<file path="src/rtl/prng_stream_pkg.sv">
package prng_stream_pkg;

  typedef enum logic {
    TOPO_MANY_TO_ONE = 1'b0,
    TOPO_ONE_TO_MANY = 1'b1
  } topo_e;

  // strobes from control to datapath
  typedef struct packed {
    logic  advance;
    topo_e topo;
  } dp_ctrl_t;

endpackage

</file>
<file path="src/rtl/prng_stream_ctrl.sv">
module prng_stream_ctrl
  import prng_stream_pkg::*;
(
  input  logic     clk,
  input  logic     rstN,
  input  logic     enable,
  input  logic     topoSel,
  input  logic     outReady,
  output logic     outValid,
  output dp_ctrl_t dpCtrl
);

  topo_e topoQ;

  // form is captured only while held in reset or disabled
  always_ff @(posedge clk) begin
    if (!rstN || !enable) topoQ <= topo_e'(topoSel);
  end

  assign outValid       = enable;
  assign dpCtrl.advance = enable & outReady;
  assign dpCtrl.topo    = topoQ;

  // latched form frozen while streaming
  p_topo_hold_r7: assert property (@(posedge clk) disable iff (!rstN)
    enable |=> $stable(topoQ));

endmodule

</file>
<file path="src/rtl/prng_stream_datapath.sv">
module prng_stream_datapath
  import prng_stream_pkg::*;
#(
  parameter int              W        = 8,
  parameter logic [W-1:0]    FIB_TAPS = 8'hB8,
  parameter logic [W-1:0]    GAL_TAPS = 8'h71,
  parameter logic [W-1:0]    SEED     = 8'h01
) (
  input  logic         clk,
  input  logic         rstN,
  input  dp_ctrl_t     dpCtrl,
  output logic [W-1:0] state
);

  logic [W-1:0] nextFib;
  logic [W-1:0] nextGal;
  logic [W-1:0] nextSel;
  logic [W-1:0] nextSafe;

  // many-to-one: parity of tapped stages enters stage 0
  assign nextFib = {state[W-2:0], ^(state & FIB_TAPS)};

  // one-to-many: top bit folded into every tap position
  assign nextGal[0] = state[W-1] & GAL_TAPS[0];
  for (genvar i = 1; i < W; i++) begin : g_gal
    assign nextGal[i] = state[i-1] ^ (state[W-1] & GAL_TAPS[i]);
  end

  assign nextSel  = (dpCtrl.topo == TOPO_ONE_TO_MANY) ? nextGal : nextFib;
  assign nextSafe = (nextSel == '0) ? SEED : nextSel;

  always_ff @(posedge clk) begin
    if (!rstN)               state <= SEED;
    else if (dpCtrl.advance) state <= nextSafe;
  end

  // no handshake, no step
  p_hold_r5: assert property (@(posedge clk) disable iff (!rstN)
    !dpCtrl.advance |=> $stable(state));

  // lock-up state never seen
  p_nonzero_r9: assert property (@(posedge clk) disable iff (!rstN)
    state != '0);

  // one-to-many step relation
  p_step_gal_r4: assert property (@(posedge clk) disable iff (!rstN)
    (dpCtrl.advance && dpCtrl.topo == TOPO_ONE_TO_MANY) |=>
      (state == ({$past(state[W-2:0]), 1'b0} ^ ({W{$past(state[W-1])}} & GAL_TAPS))));

endmodule

</file>
<file path="src/rtl/prng_byte_streamer.sv">
module prng_byte_streamer
  import prng_stream_pkg::*;
#(
  parameter int           W        = 8,
  parameter logic [W-1:0] FIB_TAPS = 8'hB8,
  parameter logic [W-1:0] GAL_TAPS = 8'h71,
  parameter logic [W-1:0] SEED     = 8'h01
) (
  input  logic         clk,
  input  logic         rstN,
  input  logic         enable,
  input  logic         topoSel,
  input  logic         outReady,
  output logic         outValid,
  output logic [W-1:0] outData
);

  dp_ctrl_t dpCtrl;

  prng_stream_ctrl ctrl_i (
    .clk      (clk),
    .rstN     (rstN),
    .enable   (enable),
    .topoSel  (topoSel),
    .outReady (outReady),
    .outValid (outValid),
    .dpCtrl   (dpCtrl)
  );

  prng_stream_datapath #(
    .W        (W),
    .FIB_TAPS (FIB_TAPS),
    .GAL_TAPS (GAL_TAPS),
    .SEED     (SEED)
  ) dp_i (
    .clk    (clk),
    .rstN   (rstN),
    .dpCtrl (dpCtrl),
    .state  (outData)
  );

endmodule

</file>
<file path="config.mk">
export PLATFORM = sky130hd
export DESIGN_NAME = prng_byte_streamer
export DESIGN_NICKNAME = d
export VERILOG_FILES = /design/src/rtl/prng_stream_pkg.sv /design/src/rtl/prng_stream_ctrl.sv /design/src/rtl/prng_stream_datapath.sv /design/src/rtl/prng_byte_streamer.sv
export SDC_FILE = /design/constraint.sdc
export NUM_CORES = 1
export LEC_CHECK = 0
export BUFFER_PORTS_ARGS = -buffer_cell sky130_fd_sc_hd__buf_4
export CAP_MARGIN = 20
export CORE_AREA = 2 2 39 41
export CTS_CLUSTER_SIZE = 40
export DETAILED_ROUTE_END_ITERATION = 10
export DIE_AREA = 0 0 41 43
export PLACE_DENSITY = 0.62
export SKIP_CTS_REPAIR_TIMING = 1
export SLEW_MARGIN = 20
export SYNTH_ARGS = -nofsm -noshare
export SYNTH_HDL_FRONTEND = slang
export SYNTH_SLANG_ARGS = --single-unit
</file>
<file path="constraint.sdc">
create_clock -name clk -period 1.2 [get_ports clk]
set_input_delay 0.12 -clock clk [delete_from_list [all_inputs] [get_ports clk]]
set_output_delay 0.12 -clock clk [all_outputs]
set_load 0.01 [all_outputs]
</file>
==> run_results.csv <==
group,metric,value,unit
outcome,status,"finished with violations",
outcome,violations,"setup timing",
detailed_routing,drt_iter0_drc,4,
floorplanning,placementRows,14,
finish,layout-drive-gt1-share,0.349,
global_route,antenna_found_initial,0,
synthesis,synth_top_family_by_area,"simple AND/OR/NAND/NOR gates",
timing,setup-violations-final,1,
clock_tree,cts_root_buf,"clkbuf_4",
global_route,grt_overflow_total,0,
placement,place_inst,75,
critical_path,crit_fanout,2,
timing,setup_ws,-0.0373,ns
detailed_routing,viasPerCell,4.68,
floorplanning,start_util,0.287,
clock_tree,cts_buffers,3,
synthesis,synthesis.area,397,um^2
finish,seqCellArea,199,um^2
detailed_routing,drc,0,
floorplanning,die_x,41,um
critical_path,path_class,"reg -> reg",
timing,fin_crit,1.24,ns
synthesis,avgSynthCellArea,8.81,um^2
finish,final_common_cell,"buf_4",
timing,grt_setup_unrepaired,"true",
critical_path,ff2ff_path_depth,3,
floorplanning,die_area,0.00176,mm^2
power_and_ir_drop,ir_drop,0.000469,V
finish,antenna_cells,0,
synthesis,synth_compound_area_frac,0.155,
placement,place.gp.congestion,0.720,
clock_tree,cts_tree,"yes",
synthesis,ys_seq_area_frac,0.479,
synthesis,yosysWarningCount,0,
timing,hold_viol,0,
critical_path,reg2reg_from,"dp_i.state[4]$_SDFFE_PN0P_",
global_route,grtUsageMet2,0.169,
timing,fin_tns_setup,-0.0373,ns
synthesis,ys_ff_latch,9,
power_and_ir_drop,power_leakage,0.229,nW
synthesis,netlist_instances,45,
timing,fmax,808,MHz
critical_path,reg2reg_to,"dp_i.state[0]$_SDFFE_PN1P_",
clock_tree,clk_path_buf_depth,2,
detailed_routing,ant_nets,0,
timing,worst_slew_pin_slew,0.368,ns
clock_tree,worstSkewPairLatency,0.26,ns
finish,nNetsFinal,69,
detailed_routing,wl_per_cell,10.6,um
synthesis,synth_xor_area_frac,0.123,
critical_path,startpoint_type,"register",
synthesis,synth_mux_area_frac,0,
floorplanning,core_area,0.00138,mm^2
finish,final_util,0.405,
job,cap_violations,0,
hold_path,hold_class,"in -> reg",
critical_path,ff2ff_setup_slack,-0.04,ns
clock_tree,htreeDepth,1,
placement,dp_hpwl,635,um
synthesis,synth.distinct_cells,17,
global_route,grt_first_pass_wirelength,1.44,mm
placement,port_buffers,13,
critical_path,worstPathArrival,1.43,ns
global_route,busiest_layer,"met2",
finish,synthToLayoutAreaGrowth,41.3,%
hold_path,min_from,"topoSel",
synthesis,synth-simple-area-share,0.205,
timing,finalClockSkew,0.00453,ns
clock_tree,cts_sinks,9,
global_route,grt_use_total,0.128,
detailed_routing,drt_wl_total,838,um
synthesis,synth_fa_ha_area_frac,0,
floorplanning,io-pin-count,14,
global_route,grt_pass1_vias,357,
finish,layout_common_cells,"buf_4, nand2_1, dfxtp_1, a211oi_1, a21oi_1",
finish,final_cells,79,
clock_tree,clk_pin_slew,0.06,ns
hold_path,holdPathStages,1,
finish,design_area,561,um^2
timing,fin_crit_sh,1.03,
synthesis,syn-num-nets,50,
global_route,grtUsageMet3,0.0314,
timing,drv_slew,0,
detailed_routing,vias,370,
global_route,grt_use_met1,0.161,
placement,placed_cell_area,534,um^2
floorplanning,die_y,43,um
critical_path,required,1.39,ns
placement,post-place-ws,-0.0275,ns
hold_path,hold_end,"ctrl_i.topoQ$_DFFE_PP_",
finish,multi_input_area,191,um^2
global_route,grt_max_degree,12,
timing,relSlewSlack,0.754,
power_and_ir_drop,powerDensity,1190,mW/mm^2
critical_path,endpoint_kind,"register",
detailed_routing,dr.pass1.iters,4,
finish,nFillCells,144,
critical path: stages, from the launching register on:
cell,delay [ns]
dfxtp_4,0.34
xnor3_1,0.38
or3_1,0.31
a31oi_1,0.15
worst max-delay path by stage:
stage	start	to	slack [ns]	cells past startpoint
5_1_grt	dp_i.state[4]$_SDFFE_PN0P_	dp_i.state[0]$_SDFFE_PN1P_	-0.1	3
6_report	dp_i.state[4]$_SDFFE_PN0P_	dp_i.state[0]$_SDFFE_PN1P_	-0.04	3
2_1_floorplan	dp_i.state[4]$_SDFFE_PN0P_	dp_i.state[0]$_SDFFE_PN1P_	-0.05	3
3_3_place_gp	dp_i.state[4]$_SDFFE_PN0P_	dp_i.state[0]$_SDFFE_PN1P_	-0.02	3
4_1_cts	dp_i.state[4]$_SDFFE_PN0P_	dp_i.state[0]$_SDFFE_PN1P_	-0.04	3
3_5_place_dp	dp_i.state[4]$_SDFFE_PN0P_	dp_i.state[0]$_SDFFE_PN1P_	-0.03	3
sequential cells by signal (all words and copies together) (netlist names):
name and count:
ctrl_i.topoQ 1, dp_i.state 8
cells in the mapped netlist:
library cell  instances  area (um^2)
clkinv_1              1         3.75
a211oi_1              4         30.0
clkbuf_1              1         3.75
nand2_1              11         41.3
xnor3_1               1         22.5
and2_1                1         6.26
or3_1                 1         6.26
a21oi_1               4         20.0
nor3_1                2         10.0
o21ai_0               1         5.00
nor4_1                1         6.26
a31oi_1               1         6.26
edfxtp_1              1         30.0
dfxtp_1               8          160
buf_4                 1         7.51
nor2_1                3         11.3
xor2_1                3         26.3
metal layers:
layer,routed length (um),vias to the layer above
met5,0,-
met4,16,0
met3,55,2
met2,360,13
met1,406,164
li1,-,191
metrics by stage:
step | hold slack [ns] | total power, mW
after global placement | 0.299 | 0.438
final | 0.0353 | 0.666
after global routing | 0.0223 | 0.711
after floorplan | 0.219 | 0.392
after CTS | 0.0232 | 0.680
after detailed placement | 0.300 | 0.439
cell families after synthesis:
family,Yosys count
AO/OA/AOI/OAI,10
XOR/XNOR,4
flip-flops,9
buffers and inverters,3
AND/OR/NAND/NOR,19
where the power goes:
part,switching (mW),internal (mW)
registers,0.0165,0.320
clock network,0.106,0.128
logic,0.0441,0.0519
total,0.166,0.500
final cells by class:
type,instances,area share
clock buffer,4,0.0469
inverter,1,0.00670
multi-input combinational,33,0.342
sequential,9,0.355
tap,16,0.0357
timing repair buffer,16,0.214
Note: power is estimated with default switching activity, not from simulation.
